--- src/rtl/h4_pkg.sv ---
package h4_pkg;

  localparam logic [7:0] EVT_CODE = 8'h04;
  localparam logic [7:0] ACL_CODE = 8'h02;
  localparam int         EVT_HDR  = 2;
  localparam int         ACL_HDR  = 4;
  localparam int         HDR_MAX  = 4;

  typedef enum logic [1:0] {
    PH_TYPE,
    PH_HDR,
    PH_EMIT,
    PH_BODY
  } h4_phase_e;

  typedef struct packed {
    logic       known;
    logic       is_acl;
    logic [2:0] hdr_len;
  } h4_type_info_t;

endpackage

--- src/rtl/h4_type_decode.sv ---
module h4_type_decode
  import h4_pkg::*;
(
  input  logic [7:0]    code,
  output h4_type_info_t info
);

  always_comb begin
    info = '0;
    case (code)
      EVT_CODE: begin
        info.known   = 1'b1;
        info.is_acl  = 1'b0;
        info.hdr_len = 3'(EVT_HDR);
      end
      ACL_CODE: begin
        info.known   = 1'b1;
        info.is_acl  = 1'b1;
        info.hdr_len = 3'(ACL_HDR);
      end
      default: info = '0;
    endcase
  end

endmodule

--- src/rtl/h4_hdr_store.sv ---
module h4_hdr_store #(
  parameter  int NBYTES = 4,
  localparam int IW     = $clog2(NBYTES),
  localparam int FW     = $clog2(NBYTES + 1)
) (
  input  logic                clk,
  input  logic                rst_n,
  input  logic                clr,
  input  logic                wr_en,
  input  logic [7:0]          wr_data,
  input  logic [IW-1:0]       rd_idx,
  output logic [7:0]          rd_data,
  output logic [FW-1:0]       fill,
  output logic [NBYTES*8-1:0] flat
);

  logic [7:0] bytes_q [NBYTES];

  always_ff @(posedge clk or negedge rst_n) begin
    if (!rst_n)     fill <= '0;
    else if (clr)   fill <= '0;
    else if (wr_en) fill <= fill + 1'b1;
  end

  for (genvar i = 0; i < NBYTES; i++) begin : g_byte
    always_ff @(posedge clk or negedge rst_n) begin
      if (!rst_n)                            bytes_q[i] <= '0;
      else if (wr_en && fill == FW'(i))      bytes_q[i] <= wr_data;
    end
    assign flat[i*8 +: 8] = bytes_q[i];
  end

  assign rd_data = bytes_q[rd_idx];

endmodule

--- src/rtl/h4_body_count.sv ---
module h4_body_count #(
  parameter int LW = 11
) (
  input  logic          clk,
  input  logic          rst_n,
  input  logic          load,
  input  logic [LW-1:0] load_val,
  input  logic          dec,
  output logic [LW-1:0] remain,
  output logic          is_zero,
  output logic          is_one
);

  always_ff @(posedge clk or negedge rst_n) begin
    if (!rst_n)    remain <= '0;
    else if (load) remain <= load_val;
    else if (dec)  remain <= remain - 1'b1;
  end

  assign is_zero = (remain == '0);
  assign is_one  = (remain == LW'(1));

endmodule

--- src/rtl/h4_rx_deframer.sv ---
module h4_rx_deframer
  import h4_pkg::*;
#(
  parameter  int BUF_BYTES = 1024,
  localparam int LW        = $clog2(BUF_BYTES + 1)
) (
  input  logic          clk,
  input  logic          rst_n,
  input  logic          in_valid,
  output logic          in_ready,
  input  logic [7:0]    in_data,
  output logic          out_valid,
  input  logic          out_ready,
  output logic [7:0]    out_data,
  output logic          out_last,
  output logic [LW-1:0] out_len,
  output logic          out_acl,
  output logic          err_bad_type,
  output logic          err_oversize
);

  localparam int IW = $clog2(HDR_MAX);
  localparam int FW = $clog2(HDR_MAX + 1);

  h4_phase_e     ph_q, ph_d;
  h4_type_info_t tinfo;
  logic          acl_q;
  logic [2:0]    need_q;
  logic [IW-1:0] emit_q;
  logic [LW-1:0] tot_q;
  logic          bad_q, ovf_q;

  logic [FW-1:0]        hdr_fill;
  logic [HDR_MAX*8-1:0] hdr_flat;
  logic [7:0]           hdr_rd;
  logic [LW-1:0]        remain;
  logic                 rem_zero, rem_one;

  logic        in_fire, out_fire;
  logic        type_fire, hdr_done, emit_end, body_end;
  logic [15:0] raw_len;
  logic [31:0] acl_total;
  logic        too_big;
  logic [LW-1:0] pay_len;

  h4_type_decode u_dec (
    .code (in_data),
    .info (tinfo)
  );

  h4_hdr_store #(.NBYTES(HDR_MAX)) u_hdr (
    .clk     (clk),
    .rst_n   (rst_n),
    .clr     (type_fire),
    .wr_en   (ph_q == PH_HDR && in_fire),
    .wr_data (in_data),
    .rd_idx  (emit_q),
    .rd_data (hdr_rd),
    .fill    (hdr_fill),
    .flat    (hdr_flat)
  );

  h4_body_count #(.LW(LW)) u_cnt (
    .clk      (clk),
    .rst_n    (rst_n),
    .load     (hdr_done && !too_big),
    .load_val (pay_len),
    .dec      (ph_q == PH_BODY && out_fire),
    .remain   (remain),
    .is_zero  (rem_zero),
    .is_one   (rem_one)
  );

  assign in_fire   = in_valid && in_ready;
  assign out_fire  = out_valid && out_ready;
  assign type_fire = (ph_q == PH_TYPE) && in_fire;

  // The header byte arriving now is the last one when fill reaches need-1.
  assign hdr_done  = (ph_q == PH_HDR) && in_fire && (3'(hdr_fill) == need_q - 3'd1);
  assign raw_len   = acl_q ? {in_data, hdr_flat[23:16]} : {8'h00, in_data};
  assign acl_total = 32'(ACL_HDR) + {16'h0000, raw_len};
  assign too_big   = acl_q && (acl_total > 32'(BUF_BYTES));
  assign pay_len   = raw_len[LW-1:0];

  assign emit_end  = (ph_q == PH_EMIT) && out_fire && ({1'b0, emit_q} == need_q - 3'd1);
  assign body_end  = (ph_q == PH_BODY) && out_fire && rem_one;

  always_comb begin
    ph_d = ph_q;
    case (ph_q)
      PH_TYPE: if (type_fire && tinfo.known) ph_d = PH_HDR;
      PH_HDR:  if (hdr_done)                 ph_d = too_big ? PH_TYPE : PH_EMIT;
      PH_EMIT: if (emit_end)                 ph_d = rem_zero ? PH_TYPE : PH_BODY;
      PH_BODY: if (body_end)                 ph_d = PH_TYPE;
      default:                               ph_d = PH_TYPE;
    endcase
  end

  always_ff @(posedge clk or negedge rst_n) begin
    if (!rst_n) begin
      ph_q   <= PH_TYPE;
      acl_q  <= 1'b0;
      need_q <= 3'd0;
      emit_q <= '0;
      tot_q  <= '0;
      bad_q  <= 1'b0;
      ovf_q  <= 1'b0;
    end else begin
      ph_q  <= ph_d;
      bad_q <= type_fire && !tinfo.known;
      ovf_q <= hdr_done && too_big;
      if (type_fire && tinfo.known) begin
        acl_q  <= tinfo.is_acl;
        need_q <= tinfo.hdr_len;
      end
      if (hdr_done) begin
        emit_q <= '0;
        tot_q  <= LW'(need_q) + pay_len;
      end else if (ph_q == PH_EMIT && out_fire && !emit_end) begin
        emit_q <= emit_q + 1'b1;
      end
    end
  end

  always_comb begin
    in_ready  = 1'b1;
    out_valid = 1'b0;
    out_data  = 8'h00;
    out_last  = 1'b0;
    case (ph_q)
      PH_EMIT: begin
        in_ready  = 1'b0;
        out_valid = 1'b1;
        out_data  = hdr_rd;
        out_last  = ({1'b0, emit_q} == need_q - 3'd1) && rem_zero;
      end
      PH_BODY: begin
        in_ready  = out_ready;
        out_valid = in_valid;
        out_data  = in_data;
        out_last  = rem_one;
      end
      default: ;
    endcase
  end

  assign out_len      = tot_q;
  assign out_acl      = acl_q;
  assign err_bad_type = bad_q;
  assign err_oversize = ovf_q;

endmodule

--- config.mk ---
export PLATFORM = sky130hd
export DESIGN_NAME = h4_rx_deframer
export DESIGN_NICKNAME = d
export VERILOG_FILES = /design/src/rtl/h4_pkg.sv /design/src/rtl/h4_type_decode.sv /design/src/rtl/h4_hdr_store.sv /design/src/rtl/h4_body_count.sv /design/src/rtl/h4_rx_deframer.sv
export SDC_FILE = /design/constraint.sdc
export NUM_CORES = 1
export LEC_CHECK = 0
export BUFFER_PORTS_ARGS = -buffer_cell sky130_fd_sc_hd__buf_2
export CAP_MARGIN = 25
export CORE_MARGIN = 2
export CORE_UTILIZATION = 40
export CTS_BUF_LIST = sky130_fd_sc_hd__clkbuf_4 sky130_fd_sc_hd__clkbuf_8
export CTS_CLUSTER_DIAMETER = 60
export DETAILED_ROUTE_END_ITERATION = 7
export SLEW_MARGIN = 10
export SYNTH_ARGS = -nofsm -noshare
export SYNTH_HDL_FRONTEND = slang
export SYNTH_SLANG_ARGS = --single-unit
--- constraint.sdc ---
create_clock -name clk -period 3.3 [get_ports clk]
set_input_delay 0.165 -clock clk [delete_from_list [all_inputs] [get_ports clk]]
set_output_delay 0.165 -clock clk [all_outputs]
set_load 0.01 [all_outputs]
# == Yosys cells after proc, flatten, opt, wreduce, memory -nomap -nowiden ==
# Index checks and enable logic that the tools add are counted.
# word_totals
regBits,67
latchBits,0
ram_bits,0
mem_bits_ro,0
out_inout_bits,25
mem_count,0
# op_classes
n_addsub,6
mul,0
div_mod_pow,0
magnitude_cmp,2
n_eq_ne,15
shifts,0
n_mux,22
bitwise,1
reduce_logical,30
# ops
operator,count
$mux W11,2
$logic_and A1 B1 Y1,20
$add A3 B16 Y17 const A,1
$gt A17 B11 Y1 const B,1
$bmux W8 S2,1
$mux W16,1
$mux W2,8
$mux W8,2
$pmux W8 S2,1
$add A3 B11 Y11,1
$eq A11 B1 Y1 const B,1
$logic_not A11 Y1,1
$sub A11 B1 Y11 const B,1
$pmux W5 S2,1
$eq A8 B2 Y1 const B,1
$eq A8 B3 Y1 const B,1
$pmux W2 S4,1
$eq A3 B2 Y1 const B,2
$mux W3,2
$ne A2 B2 Y1 const B,3
$pmux W1 S2,3
$reduce_bool A2 Y1,3
$eq A2 B2 Y1 const B,2
$reduce_and A4 Y1,1
13 further kinds,15

# == Longest topological paths before layout ==
# Gate-level depths: netlist of run 1.
# logic_depth
depth_word,9
mapped_depth,12
ltp_nobuf,9

# == Modules after synthesis ==
# From an unflattened synthesis of run 1, not the netlist that was laid out.
# hier_totals
cells_unflattened,348
area_unflattened_um2,3926.3
# modules_own_cells
mod,n_inst,cells_each,area_each_um2
h4_hdr_store,1,96,1621.6
h4_rx_deframer,1,172,1600.3
h4_body_count,1,70,634.4
h4_type_decode,1,10,70.1

# == Worst setup path after synthesis of run 1 ==
# Ideal clock, no wire load.
# synth_timing
kind,register to register
from,register need_q[2]
to,"register tot_q[9], in the netlist out_len[9]"
arrival_time_ns,2.468
path_slack_ns,0.710
stages_incl_launch_ff,13
path_buffers,3
synth_period_minus_slack_ns,2.590
cell_sequence,dfrtp_1 > clkbuf_1 > clkbuf_1 > clkbuf_1 > nor2_1 > nor2_1 > ha_1 > a21oi_1 > nor3_1 > nand3b_1 > nor2_1 > xnor2_1 > o21ai_1
# synth_between
elab_chain_cells,3
# synth_rtl
element,line,text
"start, declared",h4_rx_deframer.sv:28,logic [2:0] need_q;
"start signal, assigned",h4_rx_deframer.sv:114,need_q <= tinfo.hdr_len;
branches (longest 3 deep; another with $add A3 B11 Y11),--,
"end signal, assigned",h4_rx_deframer.sv:118,tot_q <= LW'(need_q) + pay_len;
"end, declared",h4_rx_deframer.sv:30,logic [LW-1:0] tot_q;
# Several ways; the timed one is not identified.
# A chain may end at the register's enable or synchronous reset.

# == Worst setup path after layout of run 1 ==
# Same ends and word-level chain as after synthesis.

==> report_table.html, run 1 <==
<table>
<tr><th>Metric</th><th>Value</th></tr>
<tr><th colspan="2">Outcome</th></tr>
<tr><td>Outcome</td><td>completed</td></tr>
<tr><th colspan="2">Logic synthesis</th></tr>
<tr><td>Avg Cell Area, Syn</td><td>9.90 µm²</td></tr>
<tr><td>Dominant cells by area after synthesis</td><td>sky130_fd_sc_hd__dfrtp_1 (44%), sky130_fd_sc_hd__mux2_2 (9.1%), sky130_fd_sc_hd__nand2_1 (6.7%), sky130_fd_sc_hd__mux4_2 (4.9%), sky130_fd_sc_hd__ha_1 (3.0%)</td></tr>
<tr><td>Number of cells produced by synthesis</td><td>374</td></tr>
<tr><td>Number of synthesized flops with an enable pin</td><td>0</td></tr>
<tr><td>Mapped Nets</td><td>395</td></tr>
<tr><td>Unique cell type count in the Yosys netlist</td><td>50</td></tr>
<tr><td>Number of synthesized register bits</td><td>65</td></tr>
<tr><td>Warning count from the yosys run</td><td>0</td></tr>
<tr><td>Share of synthesized flip-flops with an asynchronous set or reset</td><td>1.00</td></tr>
<tr><td>Share of the synthesized area in the top cell type</td><td>0.439</td></tr>
<tr><td>Post-synthesis cell type with the largest combined area</td><td>sky130_fd_sc_hd__dfrtp_1</td></tr>
<tr><td>Main flop type after synthesis</td><td>sky130_fd_sc_hd__dfrtp_1</td></tr>
<tr><td>Post-synth design cell area</td><td>3700 µm²</td></tr>
<tr><td>Sequential area share after synthesis</td><td>0.439</td></tr>
<tr><th colspan="2">Hold path</th></tr>
<tr><td>Startpoint of the tightest hold check path</td><td>in_valid</td></tr>
<tr><td>Class of the most critical hold timing path</td><td>primary input to register</td></tr>
<tr><td>Cell count of the worst hold path</td><td>3</td></tr>
<tr><th colspan="2">Worst setup path</th></tr>
<tr><td>Maximum net fanout on the critical path</td><td>18</td></tr>
<tr><td>Class of the most critical setup path</td><td>register to register</td></tr>
<tr><td>Required time at the endpoint of the critical path</td><td>3540 ps</td></tr>
<tr><td>CP endpoint kind</td><td>register</td></tr>
<tr><td>CP Launch Point</td><td>need_q[2]</td></tr>
<tr><td>Startpoint of the worst-slack reg-to-reg timing path</td><td>need_q[2]</td></tr>
<tr><td>Startpoint type of the worst setup path</td><td>register</td></tr>
<tr><td>CP Data Arrival Time</td><td>2880 ps</td></tr>
<tr><td>R2R depth</td><td>10</td></tr>
<tr><th colspan="2">STA</th></tr>
<tr><td>Clk_skew</td><td>9.44 ps</td></tr>
<tr><td>Max-slew headroom</td><td>0.577</td></tr>
<tr><td>Final Setup Violations</td><td>0</td></tr>
<tr><td>Post-route minimum period</td><td>~2600 ps</td></tr>
<tr><td>Final-report hold violation count</td><td>0</td></tr>
<tr><td>Setup repair after global routing missed its margin</td><td>false</td></tr>
<tr><td>Aggregate negative setup slack</td><td>0 ps</td></tr>
<tr><td>Highest clock rate</td><td>380 MHz</td></tr>
<tr><td>Count of pins over their slew limit</td><td>0</td></tr>
<tr><td>Post-route fraction of the period consumed by the critical path</td><td>0.798</td></tr>
<tr><td>Least-Margin Pin Slew</td><td>634 ps</td></tr>
<tr><th colspan="2">Clock network</th></tr>
<tr><td>Number of H-tree levels</td><td>3</td></tr>
<tr><td>Setup Buffers After CTS</td><td>0</td></tr>
<tr><td>Source-to-sink clock delay at the later pin of the worst-skew pair</td><td>around 350 ps</td></tr>
<tr><td>Number of buffers inserted for hold repair after clock tree synthesis</td><td>0</td></tr>
<tr><td>CTS Buffer Depth</td><td>2</td></tr>
<tr><td>TritonCTS Buffers</td><td>9</td></tr>
<tr><td>Sink Count</td><td>65</td></tr>
<tr><td>Post-cts repair resize count</td><td>0</td></tr>
<tr><td>Clock slew seen by the registers of the worst setup and hold paths</td><td>around 70 ps</td></tr>
<tr><td>TritonCTS clock tree</td><td>built</td></tr>
<tr><td>Cell at the root of the clock tree</td><td>sky130_fd_sc_hd__clkbuf_8</td></tr>
<tr><th colspan="2">Drt</th></tr>
<tr><td>Initial DRC count</td><td>around 230</td></tr>
<tr><td>Count of unresolved DRC violations after routing</td><td>0</td></tr>
<tr><td>Total via count after detailed routing</td><td>2,920</td></tr>
<tr><td>Total routed wirelength</td><td>9220 µm</td></tr>
<tr><td>Per-cell via count in the routed design</td><td>around 5.6</td></tr>
<tr><td>Detail-routed net length per standard cell</td><td>between 15 and 20 µm</td></tr>
<tr><td>Antenna violation net count after detailed routing</td><td>0</td></tr>
<tr><td>DR pass1 iterations</td><td>5</td></tr>
<tr><th colspan="2">GRT</th></tr>
<tr><td>Busiest layer in global routing</td><td>met2</td></tr>
<tr><td>Largest net degree at the start of global routing</td><td>47</td></tr>
<tr><td>Gr usage total</td><td>0.196</td></tr>
<tr><td>Initial antenna violation count</td><td>0</td></tr>
<tr><td>Remaining Overflow, GRT</td><td>0</td></tr>
<tr><td>First-pass GRT wire length</td><td>15,100 µm</td></tr>
<tr><td>Vias in the first global route</td><td>roughly 2,900</td></tr>
<tr><td>Global-route met2 utilization</td><td>0.309</td></tr>
<tr><td>Met3 routing resource usage after global routing</td><td>0.0327</td></tr>
<tr><td>Met1 track utilization from global routing</td><td>0.274</td></tr>
<tr><th colspan="2">Power</th></tr>
<tr><td>Clock network power share</td><td>0.289</td></tr>
<tr><td>Relative contribution of sequential cells to total power</td><td>0.442</td></tr>
<tr><td>Cell internal pwr</td><td>1.82 mW</td></tr>
<tr><td>Leakage power total</td><td>between 1.5 and 2 nW</td></tr>
<tr><td>Sw Ratio</td><td>0.324</td></tr>
<tr><td>Net switching power figure</td><td>0.869 mW</td></tr>
<tr><td>IR drop worst, VDD</td><td>between 0.3 and 0.4 mV</td></tr>
<tr><td>Total Power Consumption</td><td>2.69 mW</td></tr>
<tr><td>Portion of total power attributed to combinational logic</td><td>0.269</td></tr>
<tr><td>Total power density per cell area</td><td>637 nW/µm²</td></tr>
<tr><th colspan="2">Die</th></tr>
<tr><td>Placeable core region</td><td>9110 µm²</td></tr>
<tr><td>Horizontal extent of the die</td><td>about 100 µm</td></tr>
<tr><td>Floorplan die area</td><td>10,000 µm²</td></tr>
<tr><td>Die Y-Extent</td><td>100 µm</td></tr>
<tr><td>I/O Pins</td><td>37</td></tr>
<tr><td>Initial core utilization</td><td>0.406</td></tr>
<tr><td>Number of placement rows</td><td>35</td></tr>
<tr><th colspan="2">Place</th></tr>
<tr><td>Number of buffers inserted by port buffering</td><td>36</td></tr>
<tr><td>Detailed Place HPWL</td><td>6530 µm</td></tr>
<tr><td>Placed cell areas</td><td>about 4000 µm²</td></tr>
<tr><td>GP Congestion</td><td>0.840</td></tr>
<tr><th colspan="2">Cells and area</th></tr>
<tr><td>Summed area of non-filler cells in the final layout</td><td>between 4000 and 5000 µm²</td></tr>
<tr><td>Fraction of final layout cells with drive strength greater than 1</td><td>0.236</td></tr>
<tr><td>Synthesis-to-finish area growth</td><td>13.9%</td></tr>
<tr><td>Diode count</td><td>0</td></tr>
<tr><td>Final nets</td><td>427</td></tr>
<tr><td>Layout Utilization</td><td>0.463</td></tr>
<tr><th colspan="2">Flow run</th></tr>
<tr><td>Number of max-cap violations</td><td>0</td></tr>
</table>
[Yosys cell counts, drive strengths merged, types with 4 or more instances]
master and n:
o21ai 24, mux2 31, dfrtp 65, mux4 8, buf 5, nand2b 5
a21oi 13, xor2 7, nor2 24, mux2i 11, ha 9, nand4 4
inv 11, nand3 11, nor3 8, nand2 66, clkbuf 17, xnor2 12
[cells in the final DEF (no fill, tap or decap), types with 2 or more instances in the layout]
master / netlist / layout
sky130_fd_sc_hd__nand2_1: 66 / 66
sky130_fd_sc_hd__dfrtp_1: 65 / 65
sky130_fd_sc_hd__buf_2: 1 / 36
sky130_fd_sc_hd__mux2_2: 30 / 30
sky130_fd_sc_hd__nor2_1: 24 / 24
sky130_fd_sc_hd__o21ai_0: 20 / 20
sky130_fd_sc_hd__a21oi_1: 13 / 13
sky130_fd_sc_hd__xnor2_1: 12 / 12
sky130_fd_sc_hd__inv_1: 11 / 11
sky130_fd_sc_hd__nand3_1: 11 / 11
sky130_fd_sc_hd__mux2i_1: 11 / 11
sky130_fd_sc_hd__clkbuf_8: 0 / 10
sky130_fd_sc_hd__ha_1: 9 / 9
sky130_fd_sc_hd__mux4_2: 8 / 8
sky130_fd_sc_hd__nor3_1: 8 / 8
sky130_fd_sc_hd__xor2_1: 7 / 7
sky130_fd_sc_hd__nand2b_1: 5 / 5
sky130_fd_sc_hd__buf_4: 0 / 5
sky130_fd_sc_hd__nand4_1: 4 / 4
sky130_fd_sc_hd__o21ai_1: 4 / 4
sky130_fd_sc_hd__nor4_1: 3 / 3
sky130_fd_sc_hd__o31ai_1: 3 / 3
sky130_fd_sc_hd__a22o_1: 3 / 3
sky130_fd_sc_hd__a221o_1: 3 / 3
sky130_fd_sc_hd__and2_1: 2 / 2
sky130_fd_sc_hd__a211oi_1: 2 / 2
sky130_fd_sc_hd__nor2b_1: 2 / 2
sky130_fd_sc_hd__a21o_1: 2 / 2
sky130_fd_sc_hd__a31oi_1: 2 / 2
sky130_fd_sc_hd__or3_1: 2 / 2
sky130_fd_sc_hd__o22ai_1: 2 / 2
sky130_fd_sc_hd__bufinv_16: 0 / 2
[logic make-up (layout without fill, tap and decap cells)]
kind of cell | after synthesis | in the layout | synth area share
flops | 65 | 65 | 0.439
fa+ha+maj | 9 | 9 | 0.0304
xor+xnor | 19 | 19 | 0.0449
compound gates | 65 | 65 | 0.114
buf+inv | 33 | 70 | 0.0378
simple gates | 133 | 133 | 0.160
mux | 50 | 50 | 0.174
[power by group through the flow]
stage	Clock [mW]	Combinational (mW)	Sequential, mW
after floorplan	0	0.601	1.10
after global placement	0	0.703	1.19
after detailed placement	0	0.715	1.20
after CTS	0.791	0.721	1.19
after global routing	0.825	0.800	1.22
final	0.778	0.721	1.19
[metrics by stage]
step                setup slack [ps]  hold WS, ps  std cells
floorplan                        710         -131        374
global placement                 776          393        504
detailed placement               723          413        504
CTS                              705         21.1        520
global route                     490          201        522
finish                           667          161        522
[worst max-delay path, stage by stage, from the launching register on]
cell	delay, ps
sky130_fd_sc_hd__dfrtp_1	690
sky130_fd_sc_hd__buf_4	330
sky130_fd_sc_hd__mux2_2	370
sky130_fd_sc_hd__ha_1	230
sky130_fd_sc_hd__ha_1	190
sky130_fd_sc_hd__a21oi_1	200
sky130_fd_sc_hd__nor3_1	110
sky130_fd_sc_hd__nand3b_1	150
sky130_fd_sc_hd__nor2_1	60
sky130_fd_sc_hd__xnor2_1	130
sky130_fd_sc_hd__o21ai_1	70
[path summary, 6_finish.rpt]
path	to	slack, ps
worst max register to register	out_len[9]	670
max in group asynchronous	u_hdr.flat[31]	2460
worst min-delay path	u_hdr.fill[0]	160
worst max-delay path	out_len[9]	670
min in group asynchronous	out_len[3]	290
worst min register to register	out_len[5]	480
[area by class of cell]
type	instances	area, µm²
Sequential cell	65	1630
Clock inverter	6	90.1
Fill cell	887	4890
Timing Repair Buffer	43	248
Tap cell	111	139
Inverter	11	41.3
Multi-Input combinational cell	276	1940
Clock buffer	10	138
[flip-flops by register name, summed over array words and instances, names as in the netlist]
register / count
emit_q: 2
err_bad_type: 1
err_oversize: 1
need_q: 2
out_len: 11
ph_q: 2
u_cnt.remain: 11
u_hdr.fill: 3
u_hdr.flat: 32
[layer usage]
| layer | vias up | share of wire |
|---|---|---|
| met1 | 1405 | 0.45 |
| met4 | 0 | 0.015 |
| met5 | - | 0 |
| met3 | 12 | 0.062 |
| li1 | 1393 | - |
| met2 | 110 | 0.47 |
Note: power is estimated with default switching activity, not from simulation.
==> run 2, diff against run 1 <==
Clock period 3.3 ns to 2.3 ns, I/O delays scaled along.
==> run 2 against run 1 <==
Effect of this change:
- sequential power increased by 37%
- clock power rose by 26%
- critical endpoint is now u_cnt.remain[4]
- clock skew down 2.0 ps
- critical path type unchanged
- die area unchanged
- register-to-register slack worse by 650 ps
- largest cell class unchanged
==> report_table.html, run 2 (same netlist as run 1, synthesis figures left out) <==
<table>
<tr><th>Metric</th><th>Value</th></tr>
<tr><th colspan="2">Outcome</th></tr>
<tr><td>Outcome</td><td>completed (unchanged)</td></tr>
<tr><th colspan="2">Drt</th></tr>
<tr><td>Detail-routed net length per standard cell</td><td>17.7 µm (about the same)</td></tr>
<tr><td>Antenna violation net count after detailed routing</td><td>0 (unchanged)</td></tr>
<tr><td>Per-cell via count in the routed design</td><td>5.52 (was 5.59)</td></tr>
<tr><td>Initial DRC count</td><td>194 (was 228)</td></tr>
<tr><td>Total routed wirelength</td><td>9660 µm (was 9220 µm)</td></tr>
<tr><td>Count of unresolved DRC violations after routing</td><td>0 (unchanged)</td></tr>
<tr><td>DR pass1 iterations</td><td>4 (was 5)</td></tr>
<tr><td>Total via count after detailed routing</td><td>3,018 (was 2,920)</td></tr>
<tr><th colspan="2">Clock network</th></tr>
<tr><td>Sink Count</td><td>65 (unchanged)</td></tr>
<tr><td>TritonCTS clock tree</td><td>built (unchanged)</td></tr>
<tr><td>Cell at the root of the clock tree</td><td>sky130_fd_sc_hd__clkbuf_8 (unchanged)</td></tr>
<tr><td>Source-to-sink clock delay at the later pin of the worst-skew pair</td><td>350 ps (about the same)</td></tr>
<tr><td>CTS Buffer Depth</td><td>2 (unchanged)</td></tr>
<tr><td>Number of H-tree levels</td><td>3 (unchanged)</td></tr>
<tr><td>TritonCTS Buffers</td><td>9 (unchanged)</td></tr>
<tr><td>Clock slew seen by the registers of the worst setup and hold paths</td><td>80 ps (was 70 ps)</td></tr>
<tr><th colspan="2">Die</th></tr>
<tr><td>Floorplan die area</td><td>10,000 µm² (unchanged)</td></tr>
<tr><td>I/O Pins</td><td>37 (unchanged)</td></tr>
<tr><td>Initial core utilization</td><td>0.406 (unchanged)</td></tr>
<tr><td>Number of placement rows</td><td>35 (unchanged)</td></tr>
<tr><td>Horizontal extent of the die</td><td>100 µm (unchanged)</td></tr>
<tr><td>Die Y-Extent</td><td>100 µm (unchanged)</td></tr>
<tr><td>Placeable core region</td><td>9110 µm² (unchanged)</td></tr>
<tr><th colspan="2">Power</th></tr>
<tr><td>Net switching power figure</td><td>1.28 mW (was 0.869 mW)</td></tr>
<tr><td>Leakage power total</td><td>2.07 nW (was 1.95 nW)</td></tr>
<tr><td>IR drop worst, VDD</td><td>0.345 mV (was 0.339 mV)</td></tr>
<tr><td>Portion of total power attributed to combinational logic</td><td>0.317 (was 0.269)</td></tr>
<tr><td>Total Power Consumption</td><td>3.82 mW (was 2.69 mW)</td></tr>
<tr><td>Clock network power share</td><td>0.256 (was 0.289)</td></tr>
<tr><td>Relative contribution of sequential cells to total power</td><td>0.427 (was 0.442)</td></tr>
<tr><td>Sw Ratio</td><td>0.334 (was 0.324)</td></tr>
<tr><td>Total power density per cell area</td><td>866 nW/µm² (was 637 nW/µm²)</td></tr>
<tr><td>Cell internal pwr</td><td>2.54 mW (was 1.82 mW)</td></tr>
<tr><th colspan="2">GRT</th></tr>
<tr><td>Remaining Overflow, GRT</td><td>0 (unchanged)</td></tr>
<tr><td>Gr usage total</td><td>0.207 (was 0.196)</td></tr>
<tr><td>First-pass GRT wire length</td><td>15,900 µm (was 15,100 µm)</td></tr>
<tr><td>Initial antenna violation count</td><td>0 (unchanged)</td></tr>
<tr><td>Largest net degree at the start of global routing</td><td>32 (was 47)</td></tr>
<tr><td>Vias in the first global route</td><td>3,012 (was 2,883)</td></tr>
<tr><th colspan="2">STA</th></tr>
<tr><td>Highest clock rate</td><td>438 MHz (was 380 MHz)</td></tr>
<tr><td>Clk_skew</td><td>7.49 ps (was 9.44 ps)</td></tr>
<tr><td>Count of pins over their slew limit</td><td>0 (unchanged)</td></tr>
<tr><td>Final-report hold violation count</td><td>0 (unchanged)</td></tr>
<tr><td>Post-route minimum period</td><td>2280 ps (was 2630 ps)</td></tr>
<tr><td>Setup repair after global routing missed its margin</td><td>true (was false)</td></tr>
<tr><td>Post-route fraction of the period consumed by the critical path</td><td>0.993 (was 0.798)</td></tr>
<tr><td>Least-Margin Pin Slew</td><td>541 ps (was 634 ps)</td></tr>
<tr><td>Final Setup Violations</td><td>0 (unchanged)</td></tr>
<tr><td>Max-slew headroom</td><td>0.636 (was 0.577)</td></tr>
<tr><th colspan="2">Worst setup path</th></tr>
<tr><td>Class of the most critical setup path</td><td>register to register (unchanged)</td></tr>
<tr><td>Startpoint of the worst-slack reg-to-reg timing path</td><td>need_q[2] (unchanged)</td></tr>
<tr><td>CP Data Arrival Time</td><td>2520 ps (was 2880 ps)</td></tr>
<tr><td>CP endpoint kind</td><td>register (unchanged)</td></tr>
<tr><td>Reg-to-reg slack, setup</td><td>20 ps (was 670 ps)</td></tr>
<tr><td>Required time at the endpoint of the critical path</td><td>2530 ps (was 3540 ps)</td></tr>
<tr><td>R2R depth</td><td>6 (was 10)</td></tr>
<tr><td>Terminus of the critical flop-to-flop path</td><td>u_cnt.remain[4] (was out_len[9])</td></tr>
<tr><td>Startpoint type of the worst setup path</td><td>register (unchanged)</td></tr>
<tr><td>Maximum net fanout on the critical path</td><td>5 (was 18)</td></tr>
<tr><th colspan="2">Cells and area</th></tr>
<tr><td>Summed area of non-filler cells in the final layout</td><td>4410 µm² (was 4220 µm²)</td></tr>
<tr><td>Synthesis-to-finish area growth</td><td>19.1% (was 13.9%)</td></tr>
<tr><td>Final nets</td><td>452 (was 427)</td></tr>
<tr><td>Most frequent cells in the layout</td><td>sky130_fd_sc_hd__nand2_1 (66), sky130_fd_sc_hd__dfrtp_1 (64), sky130_fd_sc_hd__buf_2 (36) (was sky130_fd_sc_hd__nand2_1 (66), sky130_fd_sc_hd__dfrtp_1 (65), sky130_fd_sc_hd__buf_2 (36))</td></tr>
<tr><td>Fraction of final layout cells with drive strength greater than 1</td><td>0.296 (was 0.236)</td></tr>
<tr><td>Filler cells</td><td>859 (was 887)</td></tr>
<tr><td>Flip-flop count of the largest register, all copies and words added</td><td>32 (unchanged)</td></tr>
<tr><td>Diode count</td><td>0 (unchanged)</td></tr>
<tr><td>Most common library cell in the layout ignoring fill and taps</td><td>sky130_fd_sc_hd__nand2_1 (unchanged)</td></tr>
<tr><th colspan="2">Place</th></tr>
<tr><td>Number of buffers inserted by port buffering</td><td>36 (unchanged)</td></tr>
<tr><td>Placed cell areas</td><td>4140 µm² (was 3960 µm²)</td></tr>
<tr><td>GP Congestion</td><td>0.914 (was 0.840)</td></tr>
<tr><td>Detailed Place HPWL</td><td>7050 µm (was 6530 µm)</td></tr>
<tr><th colspan="2">Hold path</th></tr>
<tr><td>Startpoint of the tightest hold check path</td><td>in_data[1] (was in_valid)</td></tr>
<tr><td>Class of the most critical hold timing path</td><td>primary input to register (unchanged)</td></tr>
<tr><td>Cell count of the worst hold path</td><td>3 (unchanged)</td></tr>
<tr><td>WHS Endpoint</td><td>u_cnt.remain[9] (was u_hdr.fill[0])</td></tr>
<tr><th colspan="2">Flow run</th></tr>
<tr><td>Number of max-cap violations</td><td>0 (unchanged)</td></tr>
</table>
==> run 2: critical path: stages (launching register included) <==
cell and delay (ps):
sky130_fd_sc_hd__dfrtp_2 440, sky130_fd_sc_hd__buf_6 140, sky130_fd_sc_hd__a32o_2 280, sky130_fd_sc_hd__a2111o_1 360
sky130_fd_sc_hd__a31o_1 220, sky130_fd_sc_hd__o311a_4 400, sky130_fd_sc_hd__a221o_1 320
==> run 2: area by class of cell <==
class	instances	area (µm²)	area share
Multi-Input combinational cell	276	1970	0.446
Sequential cell	65	1630	0.369
Timing Repair Buffer	68	443	0.100
Tap cell	111	139	0.0315
Clock buffer	9	124	0.0281
Clock inverter	7	70.1	0.0159
Inverter	11	41.3	0.00936
==> run 2: worst max-delay path by stage <==
stage          startpoint              end  slack (ps)  depth (start not counted)
5_1_grt         need_q[2]  u_cnt.remain[4]         -20                          6
4_1_cts         need_q[2]       out_len[9]          70                         10
6_report        need_q[2]  u_cnt.remain[4]          20                          6
3_3_place_gp    need_q[2]       out_len[8]         160                          8
2_1_floorplan   need_q[2]       out_len[9]          40                         11
3_5_place_dp    need_q[2]       out_len[9]          80                         10
==> run 2: power by group through the flow <==
stage / combinational [mW] / clock (mW) / sequential (mW)
3_3_place_gp: 1.17 / 0 / 1.64
3_5_place_dp: 1.20 / 0 / 1.65
4_1_cts: 1.20 / 1.01 / 1.63
2_1_floorplan: 0.868 / 0 / 1.59
6_report: 1.21 / 0.978 / 1.63
5_1_grt: 1.34 / 1.05 / 1.68
==> run 2: routing by layer <==
metal | routed length [µm] | track usage
met3 | 409 | 0.0376
met4 | 228 | 0.0991
met5 | 0 | 0
met1 | 4530 | 0.291
met2 | 4490 | 0.310
==> run 2: repair_timing <==
| action | 4_1_cts | 5_1_grt |
|---|---|---|
| resized for setup | 0 | 8 |
| setup endpoints to repair | 0 | 5 |
| setup buffers | 0 | 5 |
| hold buffers | 1 | 0 |
| hold endpoints to repair | 19 | 0 |
==> run 2: through the flow <==
| stage | instances | setup TNS [ps] | util | worst slack, ps | hold WS, ps |
|---|---|---|---|---|---|
| floorplan | 374 | 0 | - | 35.0 | -181 |
| global placement | 525 | 0 | 0.455 | 162 | 114 |
| detailed placement | 525 | 0 | 0.455 | 85.0 | 125 |
| CTS | 542 | 0 | 0.477 | 72.3 | 85.6 |
| global route | 547 | -41.3 | 0.484 | -21.0 | 116 |
| finish | 547 | 0 | 0.484 | 15.0 | 100 |
==> run 3, diff against run 2 <==
Settings changed: SETUP_SLACK_MARGIN from default to 0.02, SLEW_MARGIN 10 to 30.
==> run 3 against run 2 <==
Effect of this change:
- sequential cell count did not move
- cell area is essentially flat
- routed wire length is 0.47% higher
- sequential power is essentially flat
- final cell count is the same
- first-iteration DRC count up 1.5%
- utilization barely moved
- clock power about the same
- via count is essentially flat
- die area stayed put
- critical path depth did not move
==> report_table.html, run 3 (same netlist as run 1, synthesis figures left out) <==
<table>
<tr><th>Metric</th><th>Value</th></tr>
<tr><th colspan="2">Outcome</th></tr>
<tr><td>Outcome</td><td>completed (unchanged)</td></tr>
<tr><th colspan="2">Drt</th></tr>
<tr><td>Initial DRC count</td><td>197 (was 194)</td></tr>
<tr><td>Count of unresolved DRC violations after routing</td><td>0 (unchanged)</td></tr>
<tr><td>Detail-routed net length per standard cell</td><td>17.7 µm (about the same)</td></tr>
<tr><td>Total via count after detailed routing</td><td>3,019 (was 3,018)</td></tr>
<tr><td>Per-cell via count in the routed design</td><td>5.52 (about the same)</td></tr>
<tr><td>Total routed wirelength</td><td>9700 µm (was 9660 µm)</td></tr>
<tr><td>Antenna violation net count after detailed routing</td><td>0 (unchanged)</td></tr>
<tr><td>DR pass1 iterations</td><td>4 (unchanged)</td></tr>
<tr><th colspan="2">Cells and area</th></tr>
<tr><td>Final std cells w/o fill</td><td>547 (unchanged)</td></tr>
<tr><td>Fraction of final layout cells with drive strength greater than 1</td><td>0.298 (was 0.296)</td></tr>
<tr><td>Diode count</td><td>0 (unchanged)</td></tr>
<tr><td>Most frequent cells in the layout</td><td>sky130_fd_sc_hd__nand2_1 (66), sky130_fd_sc_hd__dfrtp_1 (64), sky130_fd_sc_hd__buf_2 (36) (unchanged)</td></tr>
<tr><td>Most common library cell in the layout ignoring fill and taps</td><td>sky130_fd_sc_hd__nand2_1 (unchanged)</td></tr>
<tr><td>Flip-flop count of the largest register, all copies and words added</td><td>32 (unchanged)</td></tr>
<tr><td>Synthesis-to-finish area growth</td><td>19.2% (was 19.1%)</td></tr>
<tr><td>Final nets</td><td>452 (unchanged)</td></tr>
<tr><th colspan="2">STA</th></tr>
<tr><td>Clk_skew</td><td>7.30 ps (was 7.49 ps)</td></tr>
<tr><td>Final setup margin</td><td>13.8 ps (was 15.0 ps)</td></tr>
<tr><td>Final-report hold violation count</td><td>0 (unchanged)</td></tr>
<tr><td>Setup repair after global routing missed its margin</td><td>true (unchanged)</td></tr>
<tr><td>Highest clock rate</td><td>437 MHz (was 438 MHz)</td></tr>
<tr><td>Max-slew headroom</td><td>0.637 (was 0.636)</td></tr>
<tr><td>Aggregate negative setup slack</td><td>0 ps (unchanged)</td></tr>
<tr><td>Post-route fraction of the period consumed by the critical path</td><td>0.994 (was 0.993)</td></tr>
<tr><td>Final Setup Violations</td><td>0 (unchanged)</td></tr>
<tr><td>Least-Margin Pin Slew</td><td>540 ps (was 541 ps)</td></tr>
<tr><td>Post-route minimum period</td><td>2290 ps (was 2280 ps)</td></tr>
<tr><td>Count of pins over their slew limit</td><td>0 (unchanged)</td></tr>
<tr><th colspan="2">Clock network</th></tr>
<tr><td>Clock slew seen by the registers of the worst setup and hold paths</td><td>80 ps (about the same)</td></tr>
<tr><td>Source-to-sink clock delay at the later pin of the worst-skew pair</td><td>350 ps (about the same)</td></tr>
<tr><td>Number of H-tree levels</td><td>3 (unchanged)</td></tr>
<tr><td>CTS Buffer Depth</td><td>2 (unchanged)</td></tr>
<tr><td>Cell at the root of the clock tree</td><td>sky130_fd_sc_hd__clkbuf_8 (unchanged)</td></tr>
<tr><td>TritonCTS clock tree</td><td>built (unchanged)</td></tr>
<tr><td>TritonCTS Buffers</td><td>9 (unchanged)</td></tr>
<tr><td>Sink Count</td><td>65 (unchanged)</td></tr>
<tr><th colspan="2">Worst setup path</th></tr>
<tr><td>Terminus of the critical flop-to-flop path</td><td>u_cnt.remain[4] (unchanged)</td></tr>
<tr><td>Delay-heaviest family, CP</td><td>compound AO/OA/AOI/OAI gates (unchanged)</td></tr>
<tr><td>CP endpoint kind</td><td>register (unchanged)</td></tr>
<tr><td>Cell type of the slowest stage on the worst timing path</td><td>sky130_fd_sc_hd__dfrtp_2 (unchanged)</td></tr>
<tr><td>CP Data Arrival Time</td><td>2520 ps (about the same)</td></tr>
<tr><td>Reg-to-reg slack, setup</td><td>10 ps (was 20 ps)</td></tr>
<tr><td>Maximum net fanout on the critical path</td><td>5 (unchanged)</td></tr>
<tr><td>CP Launch Point</td><td>need_q[2] (unchanged)</td></tr>
<tr><td>Class of the most critical setup path</td><td>register to register (unchanged)</td></tr>
<tr><td>Capturing element of the worst setup path</td><td>u_cnt.remain[4] (unchanged)</td></tr>
<tr><td>Cell chain of the critical path</td><td>buf_6 -&gt; a32o_2 -&gt; a2111o_1 -&gt; a31o_1 -&gt; o311a_4 -&gt; a221o_1 (unchanged)</td></tr>
<tr><td>Path length in cells of the critical path</td><td>6 (unchanged)</td></tr>
<tr><td>R2R depth</td><td>6 (unchanged)</td></tr>
<tr><td>CP Buf/Inv Count</td><td>1 (unchanged)</td></tr>
<tr><td>Startpoint type of the worst setup path</td><td>register (unchanged)</td></tr>
<tr><td>Required time at the endpoint of the critical path</td><td>2530 ps (about the same)</td></tr>
<tr><td>Startpoint of the worst-slack reg-to-reg timing path</td><td>need_q[2] (unchanged)</td></tr>
<tr><td>Largest incremental delay on the critical path</td><td>440 ps (about the same)</td></tr>
<tr><th colspan="2">Power</th></tr>
<tr><td>Total power density per cell area</td><td>866 nW/µm² (about the same)</td></tr>
<tr><td>Cell internal pwr</td><td>2.54 mW (about the same)</td></tr>
<tr><td>Relative contribution of sequential cells to total power</td><td>0.427 (about the same)</td></tr>
<tr><td>Portion of total power attributed to combinational logic</td><td>0.317 (about the same)</td></tr>
<tr><td>Net switching power figure</td><td>1.28 mW (about the same)</td></tr>
<tr><td>IR drop worst, VDD</td><td>0.344 mV (was 0.345 mV)</td></tr>
<tr><td>Leakage power total</td><td>2.07 nW (about the same)</td></tr>
<tr><td>Clock network power share</td><td>0.256 (about the same)</td></tr>
<tr><td>Sw Ratio</td><td>0.334 (about the same)</td></tr>
<tr><th colspan="2">Flow run</th></tr>
<tr><td>Number of max-cap violations</td><td>0 (unchanged)</td></tr>
<tr><th colspan="2">GRT</th></tr>
<tr><td>First-pass GRT wire length</td><td>15,900 µm (unchanged)</td></tr>
<tr><td>Remaining Overflow, GRT</td><td>0 (unchanged)</td></tr>
<tr><td>Largest net degree at the start of global routing</td><td>32 (unchanged)</td></tr>
<tr><td>Vias in the first global route</td><td>3,012 (unchanged)</td></tr>
<tr><td>Gr usage total</td><td>0.207 (unchanged)</td></tr>
<tr><td>Initial antenna violation count</td><td>0 (unchanged)</td></tr>
<tr><th colspan="2">Place</th></tr>
<tr><td>Worst Setup Slack post-DPL</td><td>85.0 ps (unchanged)</td></tr>
<tr><td>Post-placement cell count</td><td>525 (unchanged)</td></tr>
<tr><td>Number of buffers inserted by port buffering</td><td>36 (unchanged)</td></tr>
<tr><td>Detailed Place HPWL</td><td>7050 µm (unchanged)</td></tr>
<tr><td>GP Congestion</td><td>0.914 (unchanged)</td></tr>
<tr><th colspan="2">Die</th></tr>
<tr><td>Number of placement rows</td><td>35 (unchanged)</td></tr>
<tr><td>Placeable core region</td><td>9110 µm² (unchanged)</td></tr>
<tr><td>Floorplan die area</td><td>10,000 µm² (unchanged)</td></tr>
<tr><td>I/O Pins</td><td>37 (unchanged)</td></tr>
<tr><td>Initial core utilization</td><td>0.406 (unchanged)</td></tr>
<tr><td>Die Y-Extent</td><td>100 µm (unchanged)</td></tr>
<tr><td>Horizontal extent of the die</td><td>100 µm (unchanged)</td></tr>
<tr><th colspan="2">Hold path</th></tr>
<tr><td>Class of the most critical hold timing path</td><td>primary input to register (unchanged)</td></tr>
</table>
run 3: cell counts in the layout (fill, tap and decap cells not counted):
Identical to the previous run, type by type.
run 3: per-layer routing:
metal,share of wire,global-route usage,up-vias
met2,0.47,0.310,71
li1,-,-,1445
met5,0,0,-
met4,0.026,0.0991,0
met1,0.46,0.291,1483
met3,0.043,0.0376,20
run 3: worst min path at each step:
stage	start	end	slack (ps)	cells after the start
3_3_place_gp	rst_n	out_len[3]	110	1
4_1_cts	in_data[1]	u_cnt.remain[9]	90	3
3_5_place_dp	rst_n	out_len[5]	130	1
5_1_grt	in_data[1]	u_cnt.remain[9]	120	3
6_report	in_data[1]	u_cnt.remain[9]	100	3
2_1_floorplan	rst_n	emit_q[0]	-180	0
run 3: worst reg2reg max path: stages (launching register included):
cell,delay (ps)
sky130_fd_sc_hd__dfrtp_2,440
sky130_fd_sc_hd__buf_6,140
sky130_fd_sc_hd__a32o_2,280
sky130_fd_sc_hd__a2111o_1,360
sky130_fd_sc_hd__a31o_1,220
sky130_fd_sc_hd__o311a_4,400
sky130_fd_sc_hd__a221o_1,320
run 3: repair_timing:
| item | 4_1_cts | 5_1_grt |
|---|---|---|
| buffers inserted | 0 | 5 |
| hold endpoints to repair | 19 | 0 |
| hold buffers | 1 | 0 |
| endpoints found under the setup margin | 0 | 7 |
| resized for setup | 0 | 9 |
run 3: final cells by class:
| cell class | count | area [µm²] |
|---|---|---|
| Clock inverter | 7 | 70.1 |
| Multi-Input combinational cell | 276 | 1970 |
| Tap cell | 111 | 139 |
| Fill cell | 860 | 4700 |
| Timing Repair Buffer | 68 | 443 |
| Clock buffer | 9 | 124 |
| Sequential cell | 65 | 1630 |
| Inverter | 11 | 41.3 |
run 3: power by group through the flow:
| stage | combinational (mW) | sequential, mW | clock (mW) |
|---|---|---|---|
| after global routing | 1.34 | 1.68 | 1.05 |
| after global placement | 1.17 | 1.64 | 0 |
| after floorplan | 0.868 | 1.59 | 0 |
| after CTS | 1.20 | 1.63 | 1.01 |
| after detailed placement | 1.20 | 1.65 | 0 |
| final | 1.21 | 1.63 | 0.977 |
run 3: through the flow:
| stage | total power [mW] | instance area [µm²] | utilization | hold slack (ps) |
|---|---|---|---|---|
| global route | 4.06 | 4410 | 0.484 | 116 |
| finish | 3.82 | 4410 | 0.484 | 99.3 |
| floorplan | 2.45 | 3720 | - | -181 |
| global placement | 2.81 | 4140 | 0.455 | 114 |
| detailed placement | 2.85 | 4140 | 0.455 | 125 |
| CTS | 3.84 | 4340 | 0.477 | 85.6 |
